File: src/rtl/ocp_pkg.sv
package ocp_pkg;

  typedef enum logic [1:0] {
    RESP_SHUTDOWN,
    RESP_REPORT,
    RESP_OFF
  } respMode_t;

  // control-to-datapath strobes
  typedef struct packed {
    logic       monEnable;
    logic [2:0] blankSteps;
    logic [2:0] dglSteps;
  } dpCtl_t;

  // window code to step-unit count: 0, 1, 2, 4
  function automatic logic [2:0] stepsOf(input logic [1:0] code);
    case (code)
      2'b00:   stepsOf = 3'd0;
      2'b01:   stepsOf = 3'd1;
      2'b10:   stepsOf = 3'd2;
      default: stepsOf = 3'd4;
    endcase
  endfunction

endpackage

File: src/rtl/ocp_datapath.sv
module ocp_datapath
  import ocp_pkg::*;
#(
  parameter int NUM_SW       = 6,
  parameter int CLK_PER_STEP = 438
) (
  input  logic              clk,
  input  logic              rstN,
  input  dpCtl_t            ctl,
  input  logic [NUM_SW-1:0] gateCmd,
  input  logic [NUM_SW-1:0] cmpTrip,
  output logic [NUM_SW-1:0] confirmed
);

  localparam int MAX_LEN = 4 * CLK_PER_STEP;
  localparam int CW      = $clog2(MAX_LEN + 1);

  logic [CW-1:0] blankLen;
  logic [CW-1:0] dglLen;
  logic [CW-1:0] blankLoad;

  assign blankLen  = CW'(ctl.blankSteps) * CW'(CLK_PER_STEP);
  assign dglLen    = CW'(ctl.dglSteps) * CW'(CLK_PER_STEP);
  // the rise cycle itself is the first blanked cycle
  assign blankLoad = (blankLen == '0) ? '0 : blankLen - 1'b1;

  for (genvar i = 0; i < NUM_SW; i++) begin : g_sw
    logic          gatePrev;
    logic [CW-1:0] blankRemain;
    logic [CW-1:0] persistCnt;
    logic          rise;
    logic          blanking;
    logic          qualified;

    assign rise      = gateCmd[i] & ~gatePrev;
    assign blanking  = (rise && (blankLen != '0)) || (blankRemain != '0);
    assign qualified = cmpTrip[i] & ~blanking & ctl.monEnable;

    always_ff @(posedge clk) begin
      if (!rstN) begin
        gatePrev    <= 1'b0;
        blankRemain <= '0;
        persistCnt  <= '0;
      end else begin
        gatePrev <= gateCmd[i];
        if (rise)
          blankRemain <= blankLoad;
        else if (blankRemain != '0)
          blankRemain <= blankRemain - 1'b1;

        if (!qualified)
          persistCnt <= '0;
        else if (persistCnt < dglLen)
          persistCnt <= persistCnt + 1'b1;
      end
    end

    assign confirmed[i] = qualified && (persistCnt >= dglLen);
  end

endmodule

File: src/rtl/ocp_control.sv
module ocp_control
  import ocp_pkg::*;
#(
  parameter int NUM_SW = 6
) (
  input  logic              clk,
  input  logic              rstN,
  input  logic [1:0]        blankCode,
  input  logic [1:0]        dglCode,
  input  logic [2:0]        modeCode,
  input  logic              clearPulse,
  input  logic [NUM_SW-1:0] confirmed,
  output dpCtl_t            ctl,
  output logic [NUM_SW-1:0] statusFlags,
  output logic              liveStatus,
  output logic              faultReq,
  output logic              forceOff
);

  respMode_t respMode;
  logic      anyConf;
  logic      clearGrant;

  always_comb begin
    case (modeCode)
      3'b000:  respMode = RESP_SHUTDOWN;
      3'b001:  respMode = RESP_REPORT;
      default: respMode = RESP_OFF;
    endcase
  end

  assign ctl.monEnable  = (respMode != RESP_OFF);
  assign ctl.blankSteps = stepsOf(blankCode);
  assign ctl.dglSteps   = stepsOf(dglCode);

  assign anyConf    = |confirmed;
  assign clearGrant = clearPulse & ~anyConf;

  always_ff @(posedge clk) begin
    if (!rstN) begin
      statusFlags <= '0;
      liveStatus  <= 1'b0;
      faultReq    <= 1'b0;
      forceOff    <= 1'b0;
    end else begin
      liveStatus <= anyConf & ctl.monEnable;
      if (clearGrant) begin
        statusFlags <= '0;
        faultReq    <= 1'b0;
        forceOff    <= 1'b0;
      end else if (ctl.monEnable) begin
        statusFlags <= statusFlags | confirmed;
        faultReq    <= faultReq | anyConf;
        forceOff    <= forceOff | (anyConf && (respMode == RESP_SHUTDOWN));
      end
    end
  end

endmodule

File: src/rtl/ocp_supervisor.sv
module ocp_supervisor
  import ocp_pkg::*;
#(
  parameter int NUM_SW       = 6,
  parameter int CLK_PER_STEP = 438
) (
  input  logic              clk,
  input  logic              rstN,
  input  logic [NUM_SW-1:0] gateCmd,
  input  logic [NUM_SW-1:0] cmpTrip,
  input  logic [1:0]        blankCode,
  input  logic [1:0]        dglCode,
  input  logic [2:0]        modeCode,
  input  logic              clearPulse,
  output logic [NUM_SW-1:0] statusFlags,
  output logic              liveStatus,
  output logic              faultReq,
  output logic              forceOff
);

  dpCtl_t            ctl;
  logic [NUM_SW-1:0] confirmed;

  ocp_datapath #(
    .NUM_SW      (NUM_SW),
    .CLK_PER_STEP(CLK_PER_STEP)
  ) dp_i (
    .clk      (clk),
    .rstN     (rstN),
    .ctl      (ctl),
    .gateCmd  (gateCmd),
    .cmpTrip  (cmpTrip),
    .confirmed(confirmed)
  );

  ocp_control #(
    .NUM_SW(NUM_SW)
  ) ctrl_i (
    .clk        (clk),
    .rstN       (rstN),
    .blankCode  (blankCode),
    .dglCode    (dglCode),
    .modeCode   (modeCode),
    .clearPulse (clearPulse),
    .confirmed  (confirmed),
    .ctl        (ctl),
    .statusFlags(statusFlags),
    .liveStatus (liveStatus),
    .faultReq   (faultReq),
    .forceOff   (forceOff)
  );

endmodule

File: config.mk
export PLATFORM = sky130hd
export DESIGN_NAME = ocp_supervisor
export DESIGN_NICKNAME = d
export VERILOG_FILES = /design/src/rtl/ocp_pkg.sv /design/src/rtl/ocp_datapath.sv /design/src/rtl/ocp_control.sv /design/src/rtl/ocp_supervisor.sv
export SDC_FILE = /design/constraint.sdc
export NUM_CORES = 1
export LEC_CHECK = 0
export BUFFER_PORTS_ARGS = -buffer_cell sky130_fd_sc_hd__clkbuf_2
export CELL_PAD_IN_SITES_DETAIL_PLACEMENT = 1
export CELL_PAD_IN_SITES_GLOBAL_PLACEMENT = 1
export CORE_UTILIZATION = 32
export CTS_CLUSTER_SIZE = 8
export DETAILED_ROUTE_END_ITERATION = 8
export PLACE_DENSITY = 0.55
export SYNTH_ARGS = -nofsm -noshare
export SYNTH_HDL_FRONTEND = slang
export SYNTH_SLANG_ARGS = --single-unit
File: constraint.sdc
create_clock -name clk -period 8.35 [get_ports clk]
set_clock_uncertainty 0.2 [all_clocks]
set_input_delay 0.4175 -clock clk [delete_from_list [all_inputs] [get_ports clk]]
set_output_delay 0.4175 -clock clk [all_outputs]
set_load 0.02 [all_outputs]
Word-level counts from Yosys, hierarchy flattened
Index checks and enable logic that the tools add are counted.
{ "word_totals": {"reg_bits": 147, "latchBits": 0, "mem_bits_rw": 0, "rom_bits": 0, "input_bits": 22, "mem_count": 0} }
{ "classes": {"addsub": 13, "mul": 2, "div_mod_pow": 0, "magnitude_cmp": 12, "eq_ne": 6, "shifts": 0, "n_mux": 16, "bitwise": 37, "n_reduce_logical": 45} }
{ "ops": {"columns": ["op", "count"], "rows": [
  ["$mux 11", 13],
  ["$reduce_bool 11->1", 7],
  ["$sub 11x1->11 const B", 7],
  ["$add 11x1->11 const B", 6],
  ["$ge 11x11->1", 6],
  ["$lt 11x11->1", 6],
  ["$and 1x1->1", 20],
  ["$mul 3x8->10 const B", 2],
  ["$pmux 3 s3", 2],
  ["$not 1->1", 14],
  ["$logic_and 1x1->1", 13],
  ["$reduce_and 2->1", 6],
  ["$reduce_bool 2->1", 6],
  ["$logic_not 11->1", 1],
  ["$logic_not 2->1", 3],
  ["$logic_or 1x1->1", 6],
  ["$or 6x6->6", 1],
  ["$reduce_or 6->1", 1],
  ["$eq 2x1->1 const B", 2],
  ["$eq 2x2->1 const B", 2],
  ["$pmux 2 s2", 1],
  ["$eq 3x1->1 const B", 1],
  ["$logic_not 3->1", 1],
  ["$ne 2x2->1 const B", 1],
  ["other kinds (2)", 3]
]} }

Depth between registers and ports, before layout
Gate-level depths: netlist of run 1.
{ "depth": {"ltp_word": 14, "ltp_mapped": 14, "depth_no_buf": 13} }

Modules after synthesis
Synthesis of run 1 repeated with hierarchy kept, for this count alone.
{ "unflattened": {"hier_cells": 1152, "area_unflattened_um2": 9454.1} }
{ "by_module_without_submodules": {"columns": ["module", "n_inst", "cells_per_inst", "area_per_inst_um2", "seq_area_each_um2"], "rows": [
  ["ocp_datapath", 1, 1112, 9088.7, 2762.6],
  ["ocp_control", 1, 40, 365.4, 180.2]
]} }

Worst setup path after synthesis of run 1
OpenSTA, ideal clock, no wires.
{ "synth_timing": {"path_type": "input-to-reg", "start": "input dglCode[0]", "end": "register ctrl_i.statusFlags[5]", "arrival_time_ns": 3.231, "required_ns": 8.023, "slack_ns": 4.792, "cell_stages": 11, "n_path_buf": 0, "cell_sequence": "inv_1 -> ha_1 -> ha_1 -> nor2b_1 -> a221oi_1 -> o21ai_0 -> maj3_1 -> and4_1 -> a221oi_1 -> a41oi_2 -> a21boi_1"} }
{ "synth_between": {"elab_chain_len": 9, "elab_cells_between_ends": 22} }
{ "synth_lines": {"columns": ["element", "line_no", "rtl"], "rows": [
  ["from (decl)", "ocp_supervisor.sv:12", "input logic [1:0] dglCode,"],
  ["$eq 2x2->1, or another cell as far along", "ocp_pkg.sv:18", "case (code)"],
  ["$pmux 3 s3 *", "ocp_pkg.sv:18", null],
  ["$mul 3x8->10 *", "ocp_datapath.sv:23", "assign dglLen = CW'(ctl.dglSteps) * CW'(CLK_PER_STEP);"],
  ["$ge 11x11->1", "ocp_datapath.sv:58", "assign confirmed[i] = qualified && (persistCnt >= dglLen);"],
  ["$logic_and 1x1->1", "ocp_datapath.sv:58", null],
  ["$reduce_or 6->1", "ocp_control.sv:36", "assign anyConf = |confirmed;"],
  ["$not 1->1", "ocp_control.sv:37", "assign clearGrant = clearPulse & ~anyConf;"],
  ["$and 1x1->1", "ocp_control.sv:37", null],
  ["$reduce_or 2->1 (no line)", null, null],
  ["to (signal assigned)", "ocp_control.sv:52", "statusFlags <= statusFlags | confirmed;"],
  ["to (decl)", "ocp_control.sv:14", "output logic [NUM_SW-1:0] statusFlags,"]
]} }
Every way passes the cells marked *; elsewhere a longest branch is shown, timed or not.
A chain may end at the register's enable or synchronous reset.

Worst setup path after layout of run 1
{ "layout_timing": {"start": "input dglCode[0]", "end": "register dp_i.g_sw[1].persistCnt[9]"} }
{ "layout_between": {"elab_chain_len": 4, "elab_cells_between_ends": 6} }
{ "layout_lines": {"columns": ["element", "line_no", "rtl"], "rows": [
  ["$eq 2x2->1, or another cell as far along", "ocp_pkg.sv:18", null],
  ["$pmux 3 s3 *", "ocp_pkg.sv:18", null],
  ["$mul 3x8->10 *", "ocp_datapath.sv:23", null],
  ["$lt 11x11->1 *", "ocp_datapath.sv:53", "else if (persistCnt < dglLen)"],
  ["to (signal assigned)", "ocp_datapath.sv:54", "persistCnt <= persistCnt + 1'b1;"],
  ["to (decl)", "ocp_datapath.sv:30", "logic [CW-1:0] persistCnt;"]
]} }
Marks and branches as above.

==> metrics.txt, run 1 <==
cells after synthesis=1033; CTS root buf=clkbuf_16; hpwl dp=16620 um; Fmax=just over 200 MHz; Maximum Capacitance Violations=0; crit path DAT=between 4 and 5 ns; Slew headroom=26.63%; Site Rows=59; chip width=between 150 and 200 um; status=finished clean; CP top delay family=simple AND/OR/NAND/NOR gates; IO Count=31; Yosys warning count=0; most common cell in the netlist=nor2_1; core area=26060 sq um; RSZ-0062 raised after global routing=false; crit path cell chain=clkbuf_2 -> inv_1 -> ha_1 -> or2_2 -> a21oi_2 -> or2_1 -> xor2_1 -> a31oi_1 -> nand4_1 -> xor2_1 -> nor2_1; Tcrit/Tclk final=around three fifths; element type at the critical path start=input pin; CTS tree=built; final setup fails=0; leading cell types by count after synthesis=nor2_1 (168), dfxtp_1 (147), a21oi_1 (86); Critical Path Fanout Max=21; Seq cells post-synth=147; number of flops mapped to enable cells by yosys=0; initial antenna violation count=0; CP required=roughly 8.5 ns; remaining global-route overflow=0; worst setup margin=3.486 ns; vias in the first global route=~7100; final hold vios=0; kind of critical path=in2reg; Max stage delay on crit path=0.91 ns; drt drc=0; number of port buffers=30; Nets=1145; Iter 0 DRT Violations=312; GRT Util Overall=between 10% and 20%; power density cells=just over 200 nW/um^2; worst hold margin=0.01915 ns; Most used DFF post-synth=dfxtp_1; detailed-router iteration count before antenna repair=4; CTS sink cnt=147; Post-Place Worst Slack=3.002 ns; Mapped Area=between 8000 and 9000 sq um; Die H=165.1 um; vias per std cell=5.113; WL/cell=16.22 um; Yosys top cell by area=dfxtp_1; post-synthesis sequential area ratio=around a third; worst min path class=in2reg; antenna viol nets, final=0; Async SR Flop Fraction=0%; htree depth=4; Initial Utilization=32.68%; share of post-route cells with drive strength above 1=between 8 and 9%; synth top area cells=dfxtp_1 (35%), ha_1 (10%), nor2_1 (7.4%); mean post-synth cell area=8.245 sq um; Pleak=3.879 nW; Inserted Diodes=0; worst skew pair latency=0.43 ns; IR drop worst, VDD=0.0001088 V; Setup crit end kind=flop; Post-Route WL=around 23000 um; WP buf/inv=2; post-synth cell types=66; CTS Buffer Depth=2; top-area cell type share of the netlist area=approximately a third; die area=27270 sq um; most used cell, CP=xor2_1; routability cong.=0.7341; count of pins over their slew limit=0; largest net degree at the start of global routing=31; slowest stage cell, crit path=a31oi_1; routed vias=a little over 7000; first-pass GRT wire length=37960 um; TritonCTS buffer count=17; Layout area overhead=11.69%; syn_nets=roughly 1100; setup tns final=0 ns; CTS clk-pin slew, worst paths=roughly 0.07 ns; Tmin final=a little under 5 ns; Slew @ Worst Pin=~1.1 ns
[repair_timing]
item,4_1_cts,5_1_grt
setup buffers,0,0
hold buffers,1,0
resized for setup,0,0
endpoints found under the hold margin,1,0
[cells in the final DEF, fill, tap and decap left out, types with 7 or more instances in the layout]
master and count:
nand2b_1 20, a31oi_1 18, nand2_1 64, or3_1 11, xor2_1 69, nand4_1 33, o21ai_0 30, clkbuf_16 17
a21oi_1 86, nor2_1 168, nor3_1 23, dfxtp_1 147, o21a_1 9, nor4_1 11, nand3_1 16, xnor2_1 36
ha_1 69, inv_1 33, and3_1 31, or2_2 7, nor2b_1 14, and2_1 12, clkbuf_2 30, a21o_1 11
[logic make-up after synthesis]
| family | Yosys count | share of synthesized area [%] |
|---|---|---|
| AO/OA/AOI/OAI | 200 | 14.66 |
| XOR/XNOR | 105 | 10.80 |
| adder cells (fa/ha/maj) | 76 | 11.02 |
| buffers and inverters | 65 | 3.320 |
| flip-flops | 147 | 34.55 |
| multiplexers | 2 | 0.2351 |
| AND/OR/NAND/NOR | 438 | 25.42 |
[worst reg2reg max path, stage by stage, from the launching register on]
cell      delay (ns)
dfxtp_1         0.35
inv_1           0.07
ha_1            0.15
nand2b_1        0.10
nand2b_1        0.20
or4_1           0.51
nor3_2          0.56
and4_1          0.28
a221oi_1        0.07
a41oi_2         0.41
a21boi_1        0.20
[flip-flops by register name, indices dropped and copies added, names as in the netlist]
signal / cells
dp_i.g_sw.persistCnt: 66
ctrl_i.faultReq: 1
ctrl_i.forceOff: 1
dp_i.g_sw.gatePrev: 6
ctrl_i.statusFlags: 6
dp_i.g_sw.blankRemain: 66
ctrl_i.liveStatus: 1
[metrics by stage]
step | instance area, sq um | power (mW) | util [%] | cells
global placement | 8946 | 1.188 | 34.33 | 1369
global route | 9513 | 2.036 | 36.51 | 1402
floorplan | 8517 | 1.104 | - | 1033
CTS | 9513 | 1.947 | 36.51 | 1402
finish | 9513 | 1.914 | 36.51 | 1402
detailed placement | 8946 | 1.191 | 34.33 | 1369
[worst paths after layout]
check	from	end	slack, ns	cells after the start
worst min-delay path	gateCmd[1]	dp_i.g_sw[1].gatePrev$_SDFF_PN0_	0.02	2
worst max-delay path	dglCode[0]	dp_i.g_sw[1].persistCnt[9]$_SDFFE_PN0P_	3.49	11
worst min register to register	ctrl_i.forceOff$_SDFFE_PP0N_	ctrl_i.forceOff$_SDFFE_PP0N_	0.28	1
worst max register to register	dp_i.g_sw[0].blankRemain[0]$_SDFFE_PN0P_	ctrl_i.statusFlags[4]$_SDFFE_PP0N_	5.18	10
[power by group]
group | switching [mW] | internal (mW)
Combinational | 0.218 | 0.158
Clock | 0.345 | 0.397
Sequential | 0.0453 | 0.752
Total | 0.608 | 1.31
[cell type report]
type	count	area, sq um
Multi-Input combinational cell	821	5291
Inverter	34	127.6
Timing Repair Buffer	33	175.2
Clock buffer	18	439.2
Fill cell	3145	16550
Clock inverter	14	117.6
Sequential cell	147	2943
Tap cell	335	419.2
[metal layers]
layer	vias up	routed length, um	global-route usage (%)	part of all wire, %
li1	3682	-	-	-
met1	3423	11700	24.80	51
met2	46	10180	28.03	45
met3	17	559	3.172	2.5
met4	0	303	4.754	1.3
met5	-	0	0	0
Power figures use the tool's default switching activity.
==> run 2: changes to the inputs <==
--- a/config.mk
+++ b/config.mk
@@ -5,13 +5,14 @@
 export SDC_FILE = /design/constraint.sdc
 export NUM_CORES = 1
 export LEC_CHECK = 0
+export ABC_AREA = 1
 export BUFFER_PORTS_ARGS = -buffer_cell sky130_fd_sc_hd__clkbuf_2
 export CELL_PAD_IN_SITES_DETAIL_PLACEMENT = 1
 export CELL_PAD_IN_SITES_GLOBAL_PLACEMENT = 1
 export CORE_UTILIZATION = 32
 export CTS_CLUSTER_SIZE = 8
 export DETAILED_ROUTE_END_ITERATION = 8
-export PLACE_DENSITY = 0.55
+export PLACE_DENSITY = 0.56
 export SYNTH_ARGS = -nofsm -noshare
 export SYNTH_HDL_FRONTEND = slang
 export SYNTH_SLANG_ARGS = --single-unit
==> constraint.sdc (replaced) <==
create_clock -name clk -period 4.7 [get_ports clk]
set_clock_uncertainty 0.2 [all_clocks]
set_input_delay 0.235 -clock clk [delete_from_list [all_inputs] [get_ports clk]]
set_output_delay 0.235 -clock clk [all_outputs]
set_load 0.02 [all_outputs]
==> run 2 against run 1 <==
Net effect: synthesized cell count rose by 22%; worst hold slack improved by 0.059 ns; largest cell class unchanged; sequential power rose by 79%; clock power rose by 100%; highest routed layer unchanged; die area rose by 4.7%; first-iteration DRC count fell by 14%; area after synthesis rose by 4.8%; setup slack got worse by 2.0 ns; largest power group is now clock; via count rose by 13%; flip-flop and latch count did not move.
==> metrics.txt, run 2 <==
status=finished clean; most common cell in the netlist=nand2_1; Placed Cells=1657; post-synthesis sequential area ratio=32.98%; final setup fails=0; hpwl dp=19220 um; Sequential Power Share=roughly two fifths; Fmax=approximately 310 MHz; top-area cell type share of the netlist area=32.98%; Switching Share=33.31%; worst min path class=in2reg; first-pass GRT wire length=42710 um; drt drc=0; Post-DP Area=9539 sq um; count of pins over their slew limit=0; leading cell types by count after synthesis=nand2_1 (209), inv_1 (182), nor2_1 (152); detailed-router iteration count before antenna repair=4; routability cong.=~0.80; CP required=about 4.8 ns; cells after synthesis=1258; CTS sink cnt=roughly 150; kind of critical path=in2reg; Slew headroom=41.96%; routing usage on met2=34.42%; Tcrit/Tclk final=68.17%; most frequent cells in the layout=nand2_1 (209), inv_1 (182), nor2_1 (152); Setup crit end kind=flop; syn_nets=1349; Mapped Area=8924 sq um; Most used DFF post-synth=dfxtp_1; post-synth cell types=49; Finished Layout Cells=1699; Initial Utilization=approximately 33%; Critical Path Fanout Max=20; element type at the critical path start=input pin; CTS tree=built; Maximum Capacitance Violations=0; CTS root buf=clkbuf_16; mean post-synth cell area=7.093 sq um; CTS clk-pin slew, worst paths=0.08 ns; power density cells=358.9 nW/um^2; Comb pwr share=20.6%; GR met1 Demand/Resource=between 20% and 30%; Seq cells post-synth=147; Int Power=2.455 mW; RSZ-0062 raised after global routing=false; Inserted Diodes=0; GRT Util Overall=19.01%; largest net degree at the start of global routing=32; Slew @ Worst Pin=0.8674 ns; Site Rows=60; global routing's busiest layer=met2; Tmin final=3.204 ns; clock power share=between 40% and 50%; Post-Route WL=around 26000 um; IO Count=31; Die H=169.0 um; vias per std cell=roughly 4.8; Layout area overhead=14.95%; routed vias=between 8000 and 9000; Finished Cell Area=10260 sq um; P_sw=1.226 mW; chip width=between 150 and 200 um; vias in the first global route=8474; Largest regs=dp_i.g_sw.blankRemain x66, dp_i.g_sw.persistCnt x66; Iter 0 DRT Violations=269; synth top area cells=dfxtp_1 (33%), ha_1 (9.7%), nand2_1 (8.8%); Async SR Flop Fraction=0%; Final Power=between 3 and 4 mW; TritonCTS buffer count=17; initial antenna violation count=0; Pleak=4.596 nW; IR drop worst, VDD=0.0002291 V; htree depth=4; remaining global-route overflow=0; setup tns final=0 ns; final hold vios=0; crit path DAT=between 3 and 4 ns; number of port buffers=30; setup bufs post-CTS=0; WL/cell=15.05 um; share of post-route cells with drive strength above 1=a little under an eighth; commonest non-fill, non-tap cell in the layout=nand2_1; GR Layer Usage met3=2.829%; number of flops mapped to enable cells by yosys=0; Nets=about 1400; CTS Buffer Depth=2; die area=28560 sq um; antenna viol nets, final=0; core area=roughly 27000 sq um; worst skew pair latency=roughly 0.44 ns; Yosys warning count=0; Yosys top cell by area=dfxtp_1
## run 2: cell types whose count changed in the layout (fill, tap and decap cells not counted), moves of 16 or more
cell,previous run,this run
xor2_1,69,26
and3_1,31,4
nor2_1,168,152
nor2_2,0,17
xnor2_1,36,8
inv_1,33,182
a21oi_1,86,132
nand3_1,16,62
nand2b_1,20,0
o21ai_0,30,49
nand2_1,64,209
## run 2: final cells by class
class / instances / area (sq um)
Clock buffer: 17 / 425.4
Clock inverter: 15 / 192.7
Fill cell: 3465 / 16920
Inverter: 193 / 724.4
Multi-Input combinational cell: 911 / 5226
Sequential cell: 147 / 2943
Tap cell: 372 / 465.4
Timing Repair Buffer: 44 / 280.3
## run 2: metrics by stage
stage	util, %	hold slack, ns	setup slack (ns)
2_1_floorplan	-	0.1285	1.773
3_3_place_gp	35.10	0.2301	1.043
3_5_place_dp	35.10	0.2378	1.002
4_1_cts	37.74	0.07614	1.471
5_1_grt	37.74	0.1294	1.239
6_report	37.74	0.07814	1.496
## run 2: worst max-delay path: stages
cell,delay (ns)
clkbuf_2,0.10
inv_1,0.47
ha_1,0.34
buf_4,0.24
inv_1,0.08
nand2_1,0.04
nor2_1,0.11
nor2_2,0.08
nand2_4,0.09
nand2_4,0.12
nand2_2,0.10
inv_2,0.04
nand2_1,0.06
nand2_1,0.06
nor2_2,0.17
nand4_1,0.22
nand2_1,0.18
nand3_2,0.13
nor2_2,0.18
nand2_2,0.09
nand2_4,0.15
nor2_2,0.05
## run 2: kinds of logic after synthesis
| logic type | Yosys count | synth area share [%] |
|---|---|---|
| compound gates | 218 | 13.19 |
| xor+xnor | 34 | 3.337 |
| fa+ha+maj | 69 | 9.675 |
| buf+inv | 200 | 8.455 |
| flops | 147 | 32.98 |
| simple gates | 590 | 32.36 |
## run 2: power by group through the flow
stage	combinational (mW)	sequential, mW	clock, mW
floorplan	0.583	1.44	0
global placement	0.746	1.46	0
detailed placement	0.757	1.46	0
CTS	0.770	1.43	1.54
global route	0.879	1.45	1.59
finish	0.759	1.43	1.49
## run 2: path summary, 6_finish.rpt
| check | start | to | slack (ns) | cells after the start |
|---|---|---|---|---|
| worst max register to register | dp_i.g_sw[0].blankRemain[0]$_SDFFE_PN0P_ | dp_i.g_sw[0].persistCnt[3]$_SDFFE_PN0P_ | 1.73 | 10 |
| worst min-delay path | cmpTrip[5] | ctrl_i.statusFlags[5]$_SDFFE_PP0N_ | 0.08 | 5 |
| worst max-delay path | dglCode[0] | ctrl_i.faultReq$_SDFFE_PP0N_ | 1.50 | 22 |
| worst min register to register | dp_i.g_sw[0].blankRemain[0]$_SDFFE_PN0P_ | dp_i.g_sw[0].blankRemain[0]$_SDFFE_PN0P_ | 0.27 | 2 |
## run 2: repair_timing
action,4_1_cts,5_1_grt
endpoints found under the hold margin,14,0
hold buffers,10,0
resized for setup,0,0
## run 2: routing by layer
metal | part of all wire, % | vias to the layer above | wire (um)
li1 | - | 4222 | -
met1 | 47 | 3823 | 11930
met2 | 50 | 58 | 12860
met3 | 1.6 | 23 | 408
met4 | 1.5 | 0 | 371
met5 | 0 | - | 0
==> run 3: changes to the inputs <==
--- a/config.mk
+++ b/config.mk
@@ -5,14 +5,14 @@
 export SDC_FILE = /design/constraint.sdc
 export NUM_CORES = 1
 export LEC_CHECK = 0
-export ABC_AREA = 1
+export ABC_AREA = 0
 export BUFFER_PORTS_ARGS = -buffer_cell sky130_fd_sc_hd__clkbuf_2
 export CELL_PAD_IN_SITES_DETAIL_PLACEMENT = 1
 export CELL_PAD_IN_SITES_GLOBAL_PLACEMENT = 1
 export CORE_UTILIZATION = 32
 export CTS_CLUSTER_SIZE = 8
 export DETAILED_ROUTE_END_ITERATION = 8
-export PLACE_DENSITY = 0.56
+export PLACE_DENSITY = 0.55
 export SYNTH_ARGS = -nofsm -noshare
 export SYNTH_HDL_FRONTEND = slang
 export SYNTH_SLANG_ARGS = --single-unit
==> constraint.sdc (replaced) <==
create_clock -name clk -period 3.2 [get_ports clk]
set_clock_uncertainty 0.2 [all_clocks]
set_input_delay 0.16 -clock clk [delete_from_list [all_inputs] [get_ports clk]]
set_output_delay 0.16 -clock clk [all_outputs]
set_load 0.02 [all_outputs]
==> run 3 against run 2 <==
Net effect: first-iteration DRC count rose by 8.9%; largest cell class unchanged; critical endpoint is now ctrl_i.statusFlags[0]$_SDFFE_PP0N_; critical path depth fell by 8; global-route usage fell by 0.69 points; utilization rose by 0.81 points.
==> metrics.txt, run 3 (synthesis results as in run 1) <==
Layout area overhead=17.97%; Hold Crit Endpoint=ctrl_i.forceOff$_SDFFE_PP0N_; commonest non-fill, non-tap cell in the layout=nor2_1; Tmin final=about 2.9 ns; CTS tree=built; first-pass GRT wire length=39070 um; power density cells=around 500 nW/um^2; met3 WL=about 480 um; routability cong.=0.7485; clock power share=38.8%; Die H=165.1 um; Slew @ Worst Pin=0.6544 ns; initial antenna violation count=0; Highest Signal Layer=met4; vias per std cell=between 5 and 6; die area=about 27000 sq um; htree depth=4; met2 wire length=11140 um; Post-Route WL=23790 um; GRT Util Overall=between 10% and 20%; hpwl dp=17600 um; Maximum Capacitance Violations=0; detailed-router iteration count before antenna repair=4; R2R depth=11; worst skew pair latency=0.45 ns; Min-Delay Startpoint=modeCode[0]; crit path cell chain=clkbuf_2 -> inv_1 -> ha_2 -> buf_12 -> ha_1 -> and3b_1 -> a211oi_1 -> o21ai_0 -> maj3_1 -> a41o_1 -> a221oi_1 -> a41oi_2 -> buf_4 -> nor2b_1; kind of critical path=in2reg; number of port buffers=30; Final Power=5.141 mW; final setup fails=0; CTS Buffer Depth=2; Sequential Power Share=40.5%; final core occ=38.56%; final hold vios=0; Initial Utilization=32.68%; worst setup margin=0.2502 ns; CTS root buf=clkbuf_16; Fmax=339.0 MHz; largest net degree at the start of global routing=53; Inserted Diodes=0; IR drop worst, VDD=roughly 0.00032 V; worst min path class=in2reg; CTS clk-pin slew, worst paths=0.06 ns; r2r endpoint=ctrl_i.statusFlags[5]$_SDFFE_PP0N_; Iter 0 DRT Violations=between 200 and 300; TritonCTS buffer count=17; R2R Setup Slk=0.32 ns; WL/cell=16.24 um; Switching Share=between 30% and 40%; IO Count=31; share of post-route cells with drive strength above 1=13.19%; setup tns final=0 ns; Fillers=roughly 3100; Comb pwr share=20.7%; slowest stage cell, crit path=maj3_1; crit path DAT=around 3.1 ns; Critical Path Fanout Max=8; P_sw=1.675 mW; CTS sink cnt=147; antenna viol nets, final=0; routed vias=7530; RSZ-0062 raised after global routing=false; element type at the critical path start=input pin; remaining global-route overflow=0; CP required=between 3 and 4 ns; chip width=165.1 um; Post-Place Worst Slack=-0.3016 ns; Slew headroom=between 50 and 60%; Pleak=4.204 nW; Tcrit/Tclk final=between 90% and 100%; Int Power=3.466 mW; drt drc=0; WHS Path Cells=4; Max stage delay on crit path=between 0.3 and 0.4 ns; Largest regs=dp_i.g_sw.blankRemain x66, dp_i.g_sw.persistCnt x66; Site Rows=around 60; met1 wire length=11950 um; core area=26060 sq um; Nets=1208; vias in the first global route=7577; count of pins over their slew limit=0; reg2reg start=dp_i.g_sw[2].blankRemain[0]$_SDFFE_PN0P_; most frequent cells in the layout=nor2_1 (168), dfxtp_1 (147), a21oi_1 (86); status=finished clean; Setup crit end kind=flop
-- run 3: area by class of cell --
cell class | count | area [sq um] | share of cell area, %
multi-input cells | 821 | 5294 | 52.69
flip-flops and latches | 147 | 2943 | 29.29
repair buffers | 96 | 698.2 | 6.949
clock buffers | 17 | 425.4 | 4.234
well taps | 335 | 419.2 | 4.172
clock inverters | 15 | 140.1 | 1.395
inverters | 34 | 127.6 | 1.270
-- run 3: critical path: cells and delay by family --
family	cells	cell delay [ns]
buf+inv	4	0.58
simple gates	2	0.32
fa+ha+maj	3	1.04
compound gates	5	0.97
-- run 3: per-stage QoR --
stage	hold WS (ns)	instance area, sq um	cells
2_1_floorplan	0.08171	8519	1033
3_3_place_gp	0.1967	9414	1426
3_5_place_dp	0.1978	9414	1426
4_1_cts	0.01072	10040	1464
5_1_grt	0.007925	10050	1465
6_report	0.01178	10050	1465
-- run 3: power groups by stage --
stage,Clock [mW],Sequential (mW),Combinational [mW]
CTS,2.06,2.08,1.07
global route,2.12,2.10,1.21
global placement,0,2.12,1.05
floorplan,0,2.09,0.791
detailed placement,0,2.12,1.06
finish,2.00,2.08,1.06
-- run 3: worst max-delay path by stage --
stage                                             start                            endpoint  slack (ns)  cells after the start
6_report                                     dglCode[0]  ctrl_i.statusFlags[0]$_SDFFE_PP0N_        0.25                     14
5_1_grt                                      dglCode[0]        ctrl_i.forceOff$_SDFFE_PP0N_        0.08                     16
4_1_cts        dp_i.g_sw[2].blankRemain[0]$_SDFFE_PN0P_  ctrl_i.statusFlags[5]$_SDFFE_PP0N_        0.13                     10
3_5_place_dp                                 dglCode[0]  ctrl_i.statusFlags[5]$_SDFFE_PP0N_       -0.30                     15
3_3_place_gp                                 dglCode[0]  ctrl_i.statusFlags[0]$_SDFFE_PP0N_       -0.17                     13
2_1_floorplan                                dglCode[0]  ctrl_i.statusFlags[5]$_SDFFE_PP0N_       0.002                     11
-- run 3: timing repair --
action                                  CTS  global route
buffers inserted                          0             1
hold buffers                              6             0
endpoints found under the hold margin    20             0
endpoints found under the setup margin    0             6
gates resized for setup                   0             0
-- run 3: layer usage --
metal | global-route usage (%) | vias to the layer above
met4 | 4.879 | 0
met2 | 30.11 | 43
li1 | - | 3807
met3 | 3.521 | 16
met5 | 0 | -
met1 | 24.36 | 3664
